[src/rtl/kscan_pkg.sv]
`timescale 1ns/1ps
package kscan_pkg;
    typedef struct packed {
        logic ien;
        logic sleep;
        logic stby;
    } kscan_ctl_t;
endpackage

[src/rtl/kscan_seq.sv]
`timescale 1ns/1ps
module kscan_seq #(
    parameter int ROWS        = 4,
    parameter int SLOT_CYCLES = 4,
    localparam int RW = (ROWS > 1) ? $clog2(ROWS) : 1,
    localparam int SW = (SLOT_CYCLES > 1) ? $clog2(SLOT_CYCLES) : 1
) (
    input  logic            clk,
    input  logic            rst_n,
    input  logic            stby,
    input  logic            wake_all,
    output logic [ROWS-1:0] strobe_n,
    output logic [RW-1:0]   row,
    output logic            sample,
    output logic            cycle_end
);
    typedef struct packed {
        logic [RW-1:0] row;
        logic [SW-1:0] slot;
    } seq_t;

    seq_t seq_d, seq_q;
    logic last_slot, last_row;

    always_comb begin
        seq_d     = seq_q;
        last_slot = (seq_q.slot == SW'(SLOT_CYCLES - 1));
        last_row  = (seq_q.row == RW'(ROWS - 1));
        if (stby) begin
            seq_d = '0;
        end else if (last_slot) begin
            seq_d.slot = '0;
            seq_d.row  = last_row ? '0 : seq_q.row + RW'(1);
        end else begin
            seq_d.slot = seq_q.slot + SW'(1);
        end
    end

    always_ff @(posedge clk or negedge rst_n) begin
        if (!rst_n) seq_q <= '0;
        else        seq_q <= seq_d;
    end

    assign row       = seq_q.row;
    assign sample    = !stby && last_slot;
    assign cycle_end = sample && last_row;

    for (genvar r = 0; r < ROWS; r++) begin : g_strobe
        if (r == 0) begin : g_first
            assign strobe_n[r] = stby ? 1'b0 : (seq_q.row != RW'(r));
        end else begin : g_rest
            assign strobe_n[r] = stby ? !wake_all : (seq_q.row != RW'(r));
        end
    end


    one_strobe_chk: assert property (@(posedge clk) disable iff (!rst_n)
        !stby |-> ($countones(strobe_n) == ROWS - 1));


    row_step_chk: assert property (@(posedge clk) disable iff (!rst_n)
        (!stby && !last_slot) |=> ($stable(seq_q.row) || $past(stby)));
endmodule

[src/rtl/kscan_capture.sv]
`timescale 1ns/1ps
module kscan_capture #(
    parameter int ROWS = 4,
    parameter int COLS = 8,
    localparam int RW   = (ROWS > 1) ? $clog2(ROWS) : 1,
    localparam int KEYS = ROWS * COLS
) (
    input  logic            clk,
    input  logic            rst_n,
    input  logic [COLS-1:0] kin,
    input  logic [RW-1:0]   row,
    input  logic            sample,
    input  logic            cycle_end,
    output logic [KEYS-1:0] key_state
);
    typedef struct packed {
        logic [KEYS-1:0] shadow;
        logic [KEYS-1:0] state;
    } cap_t;

    cap_t cap_d, cap_q;
    logic [KEYS-1:0] merged;

    always_comb begin
        cap_d  = cap_q;
        merged = cap_q.shadow;
        merged[int'(row) * COLS +: COLS] = ~kin;
        if (sample)    cap_d.shadow = merged;
        if (cycle_end) cap_d.state  = merged;
    end

    always_ff @(posedge clk or negedge rst_n) begin
        if (!rst_n) cap_q <= '0;
        else        cap_q <= cap_d;
    end

    assign key_state = cap_q.state;


    map_hold_chk: assert property (@(posedge clk) disable iff (!rst_n)
        !cycle_end |=> $stable(key_state));
endmodule

[src/rtl/kscan_irq.sv]
`timescale 1ns/1ps
module kscan_irq #(
    parameter int COLS = 8,
    parameter int KEYS = 32
) (
    input  logic            clk,
    input  logic            rst_n,
    input  logic            ctl_wr,
    input  logic            ctl_ien,
    input  logic            ctl_sleep,
    input  logic            ctl_stby,
    input  logic [COLS-1:0] kin,
    input  logic [KEYS-1:0] key_state,
    output logic            stby,
    output logic            irq_n
);
    import kscan_pkg::*;

    kscan_ctl_t ctl_d, ctl_q;
    logic       wake_hit;

    always_comb begin
        ctl_d = ctl_q;
        if (ctl_wr) begin
            ctl_d.ien   = ctl_ien;
            ctl_d.sleep = ctl_sleep;
            ctl_d.stby  = ctl_stby;
        end
    end

    always_ff @(posedge clk or negedge rst_n) begin
        if (!rst_n) ctl_q <= '0;
        else        ctl_q <= ctl_d;
    end

    assign wake_hit = ctl_q.stby ? !(&kin) : (|key_state);
    assign irq_n    = !(ctl_q.ien && wake_hit);
    assign stby     = ctl_q.stby;


    ien_gate_chk: assert property (@(posedge clk) disable iff (!rst_n)
        !ctl_q.ien |-> irq_n);


    irq_hold_chk: assert property (@(posedge clk) disable iff (!rst_n)
        (!ctl_q.stby && !$past(ctl_q.stby) && $stable(ctl_q.ien) && $stable(key_state))
        |-> $stable(irq_n));


    sleep_irq_chk: assert property (@(posedge clk) disable iff (!rst_n)
        (ctl_q.sleep && !ctl_q.stby && ctl_q.ien && (|key_state)) |-> !irq_n);
endmodule

[src/rtl/keyscan_wake.sv]
`timescale 1ns/1ps
module keyscan_wake #(
    parameter int ROWS        = 4,
    parameter int COLS        = 8,
    parameter int SLOT_CYCLES = 4,
    localparam int RW   = (ROWS > 1) ? $clog2(ROWS) : 1,
    localparam int KEYS = ROWS * COLS
) (
    input  logic            clk,
    input  logic            rst_n,
    input  logic            ctl_wr,
    input  logic            ctl_ien,
    input  logic            ctl_sleep,
    input  logic            ctl_stby,
    input  logic            wake_all,
    input  logic [COLS-1:0] kin,
    output logic [ROWS-1:0] kst_n,
    output logic [KEYS-1:0] key_state,
    output logic            irq_n
);
    logic          stby;
    logic [RW-1:0] row;
    logic          sample;
    logic          cycle_end;

    kscan_seq #(.ROWS(ROWS), .SLOT_CYCLES(SLOT_CYCLES)) u_seq (
        .clk(clk), .rst_n(rst_n), .stby(stby), .wake_all(wake_all),
        .strobe_n(kst_n), .row(row), .sample(sample), .cycle_end(cycle_end)
    );

    kscan_capture #(.ROWS(ROWS), .COLS(COLS)) u_cap (
        .clk(clk), .rst_n(rst_n), .kin(kin), .row(row), .sample(sample),
        .cycle_end(cycle_end), .key_state(key_state)
    );

    kscan_irq #(.COLS(COLS), .KEYS(KEYS)) u_irq (
        .clk(clk), .rst_n(rst_n), .ctl_wr(ctl_wr), .ctl_ien(ctl_ien),
        .ctl_sleep(ctl_sleep), .ctl_stby(ctl_stby), .kin(kin),
        .key_state(key_state), .stby(stby), .irq_n(irq_n)
    );


    park_narrow_chk: assert property (@(posedge clk) disable iff (!rst_n)
        (stby && !wake_all) |-> (kst_n == {{(ROWS-1){1'b1}}, 1'b0}));


    park_wide_chk: assert property (@(posedge clk) disable iff (!rst_n)
        (stby && wake_all) |-> (kst_n == '0));


    frozen_map_chk: assert property (@(posedge clk) disable iff (!rst_n)
        (stby && $past(stby)) |-> $stable(key_state));


    resume_row0_chk: assert property (@(posedge clk) disable iff (!rst_n)
        $fell(stby) |-> (kst_n == {{(ROWS-1){1'b1}}, 1'b0}));
endmodule

[config.mk]
export PLATFORM = sky130hd
export DESIGN_NAME = keyscan_wake
export DESIGN_NICKNAME = d
export VERILOG_FILES = /design/src/rtl/kscan_pkg.sv /design/src/rtl/kscan_seq.sv /design/src/rtl/kscan_capture.sv /design/src/rtl/kscan_irq.sv /design/src/rtl/keyscan_wake.sv
export SDC_FILE = /design/constraint.sdc
export NUM_CORES = 1
export LEC_CHECK = 0
export BUFFER_PORTS_ARGS = -buffer_cell sky130_fd_sc_hd__clkbuf_2
export CORE_MARGIN = 3
export CORE_UTILIZATION = 30
export CTS_BUF_LIST = sky130_fd_sc_hd__clkbuf_4 sky130_fd_sc_hd__clkbuf_8 sky130_fd_sc_hd__clkbuf_16
export DETAILED_ROUTE_END_ITERATION = 10
export GPL_ROUTABILITY_DRIVEN = 1
export SYNTH_ARGS = -nofsm -noshare
export SYNTH_HDL_FRONTEND = slang
export SYNTH_SLANG_ARGS = --single-unit
[constraint.sdc]
create_clock -name clk -period 5.92 [get_ports clk]
set_input_delay 0 -clock clk [delete_from_list [all_inputs] [get_ports clk]]
set_output_delay 0 -clock clk [all_outputs]
set_load 0.005 [all_outputs]
* Word level (Yosys, flattened, before mapping) *
Index checks and enable logic that the tools add are counted.

word-level totals
  bits in latches = 0
  input port bits = 15
  ROM bits = 0
  memories kept = 0
  memory bits (writable) = 0
  register bits = 70

operators by class
  multiply operators = 0
  div/mod/pow operators = 0
  bitwise operators = 1
  multiplexer cells = 10
  eq/ne operators = 5
  reductions and logical operators = 11
  add/subtract/negate cells = 3
  $lt $le $gt $ge = 0
  shift operators = 2

operators with widths
  operator                                                                 count
  5-bit negation with 33-bit output                                        1
  8-bit by 33-bit variable shift with 32-bit output, first input constant  1
  8-bit by 33-bit indexed part select with 32-bit output                   1
  32-bit bitwise mux                                                       1
  32-bit OR reduction                                                      1
  8-bit NOT                                                                1
  8-bit AND reduction                                                      1
  2-bit two-way mux                                                        3
  1-bit two-way mux                                                        5
  2-bit by 1-bit adder with 2-bit output, second input constant            2
  2-bit == test, second input constant                                     2
  1-bit logical NOT                                                        4
  4-bit two-way mux                                                        1
  2-bit inequality test, second input constant                             2
  2-bit nonzero test                                                       2
  1-bit logical AND                                                        3
  2-bit by 1-bit inequality test with 1-bit output, second input constant  1

* Depth between registers and ports, before layout *
Gate-level depths: netlist of the first run.

  depth after elaboration = 5
  gate-level depth with buffers = 8
  mapped depth without buffers = 6

* Hierarchy *
Synthesis of the first run repeated with hierarchy kept, for this count alone.

second synthesis, totals
  cell total of the unflattened synthesis = 335
  area total of the unflattened synthesis = 3473.3 um2

by module, submodules not included
  module         area each (um2)  cells each  seq. area each (um2)  times used
  kscan_capture  2982.9           289         1601.5                1
  kscan_seq      290.3            26          100.1                 1
  kscan_irq      200.2            20          50.0                  1

* Worst setup path before layout of the first run *
Ideal clock, no wire load.

  kind = register -> register
  start = reg u_seq.seq_q, in the netlist u_seq.row[0]
  end = reg u_cap.cap_q[56] in the netlist's numbering
  buffers on the path = 1
  path slack = 3.858 ns
  data arrival time = 1.988 ns
  library setup time = 0.074 ns
  stages on the path, launching flop included = 7
  period minus slack after synthesis = 2.062 ns
  path through = dfrtp_1 inv_1 ha_1 nand4b_4 or3b_1 buf_6 o21ai_2

on the way
  longest elaborated chain between the ends = 3
  elaborated cells between the ends (all ways) = 4

RTL lines
  what                                                                                                                                RTL line             text
  start: declaration                                                                                                                  kscan_seq.sv:22      seq_t seq_d, seq_q;
  start signal: assignment                                                                                                            kscan_seq.sv:41      else seq_q <= seq_d;
  5-bit negation with 33-bit output (*)                                                                                               kscan_capture.sv:27  merged[int'(row) * COLS +: COLS] = ~kin;
  8-bit by 33-bit indexed part select with 32-bit output / 8-bit by 33-bit variable shift with 32-bit output (equally long branches)  kscan_capture.sv:27
  32-bit bitwise mux (*)                                                                                                              kscan_capture.sv:27
  end signal: assignment                                                                                                              kscan_capture.sv:34  else cap_q <= cap_d;
  end: declaration                                                                                                                    kscan_capture.sv:21  cap_t cap_d, cap_q;

Every way passes the cells marked *; elsewhere a longest branch is shown, timed or not.
A chain may end at the register's enable or synchronous reset.

* Worst setup path after layout of the first run *
  start = reg u_irq.ctl_q, in the netlist u_irq.stby
  end = out irq_n

on the way
  longest elaborated chain between the ends = 3

RTL lines
  what                      RTL line            text
  start: declaration        kscan_irq.sv:19     kscan_ctl_t ctl_d, ctl_q;
  start signal: assignment  kscan_irq.sv:33     else ctl_q <= ctl_d;
  1-bit two-way mux         kscan_irq.sv:36     assign wake_hit = ctl_q.stby ? !(&kin) : (|key_state);
  1-bit logical AND         kscan_irq.sv:37     assign irq_n = !(ctl_q.ien && wake_hit);
  1-bit logical NOT         kscan_irq.sv:37
  end: declaration          keyscan_wake.sv:19  output logic irq_n

No other way between the ends.

==> impl_metrics.yaml, run 1 <==
critical_path:
  worstPathCellList: "nor4_1 -> nand4_1 -> or4_1 -> o21ai_1 -> clkbuf_2"
  cp-start-kind: "flop"
  cp_slowest_stage_delay_ns: 0.58
  worst-path-buf-inv: 1
  worst-path-max-fanout: 15
  path_delay_family: "simple AND/OR/NAND/NOR gates"
  cp_data_arrival_time_ns: 2.50
  worstSetupPathType: "reg -> out"
  crit_required_ns: 5.92
  worstSetupEndpointType: "output pin"
  cp_slowest_cell: "dfrtp_1"
worst_hold_path:
  hp-class: "in -> reg"
yosys:
  netlist_top_cells_area: "dfrtp_1 (50%), buf_4 (7.0%), nand2_1 (6.7%)"
  ys_ff_latch: 70
  postSynthCellCount: 348
  ys_seq_area_share_pct: 49.7
  synth_top_area_cell: "dfrtp_1"
  syn_avg_cell_area_um2: 10.1
  yosysWarnings: 0
  netlist_area_um2: 3530
  synth_top_area_share_pct: 49.7
  ys_types: 32
  synth_nets: 370
place:
  hpwl_um: 5560
  dp_cells: 487
  gp_congestion: 0.777
  place_ws_ns: 3.50
  port-buffer-count: 50
  dpl_cell_area_um2: 3610
sta:
  fin_crit_sh_pct: 42.2
  rsz0062_at_grt: "no"
  setup_tns_ns: 0
  tightest_slew_ns: 0.885
  maxSlewViolCount: 0
  finalHoldViolations: 0
  min_period_ns: 2.50
  max_slew_margin_pct: 41.0
  clock_skew_ns: 0.00766
  setup_viol_count_final: 0
  fmax_mhz: 400
  setup_ws_ns: 3.42
layout:
  finalNonFillerCells: 508
  num_antenna_cells: 0
  final_cell_mix: "dfrtp_1 (70), nand2_1 (63), clkbuf_2 (49), o21ai_0 (32), o21ai_2 (24)"
  fillers: 1102
  final_cell_area_um2: 3980
  area.growth.synth_to_final_pct: 12.9
  final_common_cell: "dfrtp_1"
  final_nets: 385
  final_layout_size_suffix_gt1_share_pct: 29.1
global_routing:
  grt_max_degree: 71
  overflow: 0
  grt.total_usage_pct: 13.0
  antenna_found_initial: 0
  grt_pass1_vias: 2572
  grt_pass1_wl_um: 13300
die:
  start_util_pct: 31.6
  ios: 52
  die_width_um: 114
  rows: 38
  fp.coreArea_um2: 11200
  die_h_um: 114
  die-area_um2: 13100
drt:
  viasPerCell: 4.90
  first_iter_violations: 203
  ant_nets: 0
  vias: 2488
  dr.pass1.iters: 4
  drcViolationCount: 0
  drt-total-wl_um: 7990
  wire_per_inst_um: 15.7
clock_network:
  cts_root_buffer: "clkbuf_16"
  path_clk_slew_ns: 0.06
  h-tree-depth: 3
  cts.path.max_buffers: 2
  clock_latency_ns: 0.33
  cts_tree: "built"
  numCtsBuffers: 9
  clkSinkCount: 70
  post_cts_buffers: 0
power_and_ir_drop:
  peakVddDrop_v: 0.000130
  p_per_area_nw_per_um2: 334
  p_leak_nw: 1.88
job:
  cap_violations: 0
run_status:
  outcome: "finished, final reports clean"
[cells by family after synthesis]
kind of cell	count (synthesis)	share of synthesized area [%]
flops	70	49.7
mux	15	4.61
buf+inv	67	11.7
simple gates	99	14.1
fa+ha+maj	7	2.48
compound gates	90	17.4
[worst paths after layout]
path,startpoint,end,slack (ns),cells past startpoint
worst min register to register,u_seq.seq_q[0],u_seq.seq_q[0],0.44,1
worst max-delay path,u_irq.stby,irq_n,3.42,5
worst max register to register,u_seq.row[0],u_cap.cap_q[56],3.49,6
max in group asynchronous,rst_n,u_cap.cap_q[40],4.93,3
min in group asynchronous,rst_n,u_cap.key_state[16],0.41,3
worst min-delay path,kin[6],u_cap.cap_q[62],0.04,2
[power by group]
part / switching (mW) / internal, mW / total [mW] / leakage, nW
logic: 0.106 / 0.0703 / 0.176 / 1.06
clock network: 0.209 / 0.375 / 0.584 / 0.157
registers: 0.0354 / 0.535 / 0.570 / 0.667
total: 0.351 / 0.979 / 1.33 / 1.88
[state kept, by name (all words and copies together), names as in the netlist]
| signal | cells |
|---|---|
| u_cap.key_state | 32 |
| u_irq.stby | 1 |
| u_irq.ctl_q | 1 |
| u_seq.row | 2 |
| u_seq.seq_q | 2 |
| u_cap.cap_q | 32 |
[layer usage]
layer | routed length, µm | GRT usage (%) | vias up
met5 | 0 | 0 | -
met4 | 145 | 5.15 | 0
met3 | 495 | 3.12 | 12
met2 | 3790 | 20.0 | 60
met1 | 3550 | 17.5 | 1219
li1 | - | - | 1197
[synth_stat cells]
library cell,n
buf_1,1
or3b_1,3
nand4bb_1,1
o31a_1,1
buf_4,33
a2bb2oi_1,16
clkbuf_1,3
buf_2,4
clkbuf_2,9
nor2_4,1
and2b_2,1
o22ai_1,8
nor2_1,12
inv_1,14
buf_6,3
dfrtp_1,70
nor2b_1,1
nor3_1,2
nor4_1,6
ha_1,7
o21ai_0,32
mux2i_1,5
nand4_1,2
nand2_1,63
mux2_2,10
nand4_4,2
o21ai_2,24
nand4b_4,1
or4_1,2
o21ai_1,1
a21oi_1,8
nand3_1,2
[area by class of cell]
cell class | instances | area [µm²] | share of cell area, %
Tap cell | 140 | 175 | 4.40
Timing Repair Buffer | 57 | 315 | 7.91
Clock buffer | 9 | 225 | 5.65
Sequential cell | 70 | 1750 | 44.0
Clock inverter | 7 | 103 | 2.58
Inverter | 14 | 52.6 | 1.32
Multi-Input combinational cell | 211 | 1360 | 34.2
[through the flow]
stage                     util, %  total power [mW]  hold WS, ns
after floorplan                 -             0.696       -0.296
after global placement       32.3             0.743        0.239
after detailed placement     32.3             0.750        0.243
after CTS                    35.7              1.34       0.0340
after global routing         35.7              1.40       0.0536
final                        35.7              1.33       0.0363
[repair_timing]
item / 4_1_cts / 5_1_grt
hold endpoints to repair: 72 / 0
resized for setup: 0 / 0
hold buffers: 5 / 0
endpoints found under the setup margin: 0 / 0
Power figures use the tool's default switching activity.
==> run 2, diff against run 1 <==
- clock period: 5.92 -> 2.56 ns (I/O delays scaled with it)
==> run 2 against run 1 <==
Via count grew 0.28%. Critical path type unchanged. Largest cell class unchanged. Setup slack lost 3.3 ns. Cell area grew 0.50%.
==> impl_metrics.yaml, run 2 (same netlist as run 1, synthesis figures left out) <==
critical_path:
  worstReg2RegEnd: "u_cap.cap_q[42]"
  cp-start-kind: "flop"
  r2r_cells: 6
  worst-path-max-fanout: 11
  rr_startpoint: "u_seq.row[1]"
  worstSetupEndpointType: "output pin"
  worstSetupPathType: "reg -> out"
  cp_data_arrival_time_ns: 2.48
  crit_required_ns: 2.56
  r2r_slack_ns: 0.43
clock_network:
  path_clk_slew_ns: 0.06
  clock_latency_ns: 0.33
  cts_root_buffer: "clkbuf_16"
  numCtsBuffers: 9
  cts.path.max_buffers: 2
  holdBufCountCts: 5
  clkSinkCount: 70
  cts_resized: 0
  h-tree-depth: 3
  cts_tree: "built"
  post_cts_buffers: 0
drt:
  ant_nets: 0
  dr.pass1.iters: 4
  vias: 2495
  drt-total-wl_um: 8130
  first_iter_violations: 173
  viasPerCell: 4.85
  drcViolationCount: 0
  wire_per_inst_um: 15.8
global_routing:
  grt_pass1_wl_um: 13300
  grt_pass1_vias: 2511
  antenna_found_initial: 0
  grt_max_degree: 32
  grt.total_usage_pct: 13.1
  overflow: 0
layout:
  finalNonFillerCells: 514
  final_cell_area_um2: 4000
  final_layout_size_suffix_gt1_share_pct: 30.2
  final_util_pct: 35.8
  area.growth.synth_to_final_pct: 13.5
  final_cell_mix: "dfrtp_1 (70), nand2_1 (63), clkbuf_2 (49), o21ai_0 (32), o21ai_2 (24)"
  final_nets: 391
  num_antenna_cells: 0
  final_common_cell: "dfrtp_1"
sta:
  maxSlewViolCount: 0
  setup_viol_count_final: 0
  rsz0062_at_grt: "no"
  fmax_mhz: 403
  finalHoldViolations: 0
  min_period_ns: 2.48
  holdWs_ns: 0.0351
  fin_crit_sh_pct: 96.8
  max_slew_margin_pct: 53.0
  tightest_slew_ns: 0.705
  setup_tns_ns: 0
  clock_skew_ns: 0.00711
  setup_ws_ns: 0.0811
power_and_ir_drop:
  finalPower_mw: 3.00
  p_leak_nw: 1.90
  p_per_area_nw_per_um2: 750
  peakVddDrop_v: 0.000288
job:
  cap_violations: 0
place:
  gp_congestion: 0.775
  place_ws_ns: 0.456
  dpl_cell_area_um2: 3650
  hpwl_um: 5870
  dp_cells: 493
  port-buffer-count: 50
die:
  die_h_um: 114
  fp.coreArea_um2: 11200
  die_width_um: 114
  start_util_pct: 31.6
  die-area_um2: 13100
  rows: 38
  ios: 52
run_status:
  outcome: "finished, final reports clean"
worst_hold_path:
  whs_path_depth: 2
  hp-class: "in -> reg"
  holdPathEnd: "u_cap.cap_q[53]"
  min-delay-start: "kin[5]"
[run 2: cell types whose count changed in the layout (fill, tap and decap cells not counted), sizes merged]
cell,previous run,this run
buf,3,9
clkinv,0,1
bufinv,2,1
[run 2: worst max-delay path: stages, from the launching register on]
cell	delay, ns
dfrtp_1	0.54
nor4_1	0.55
nand4_1	0.18
or4_1	0.56
o21ai_1	0.19
clkbuf_2	0.14
[run 2: worst max path at each step]
stage               depth (start not counted)              end    startpoint
floorplan                                   6  u_cap.cap_q[56]  u_seq.row[0]
global placement                            5            irq_n    u_irq.stby
detailed placement                          6  u_cap.cap_q[42]  u_seq.row[1]
CTS                                         5            irq_n    u_irq.stby
global route                                5            irq_n    u_irq.stby
finish                                      5            irq_n    u_irq.stby
[run 2: cell type report]
cell class / count / area [µm²]
Multi-Input combinational cell: 211 / 1360
Inverter: 14 / 52.6
Sequential cell: 70 / 1750
Clock buffer: 9 / 225
Clock inverter: 7 / 77.6
Fill cell: 1090 / 7170
Tap cell: 140 / 175
Timing Repair Buffer: 63 / 360
[run 2: power breakdown]
| part | total (mW) | internal [mW] | leakage (nW) | switching (mW) |
|---|---|---|---|---|
| combinational | 0.425 | 0.168 | 1.09 | 0.256 |
| clock | 1.27 | 0.766 | 0.147 | 0.505 |
| sequential | 1.31 | 1.24 | 0.667 | 0.0727 |
[run 2: layer usage]
metal	up-vias	wire length, µm	track usage [%]
met3	14	567	3.91
li1	1212	-	-
met4	0	180	5.07
met5	-	0	0
met1	1205	3630	17.6
met2	64	3750	19.8
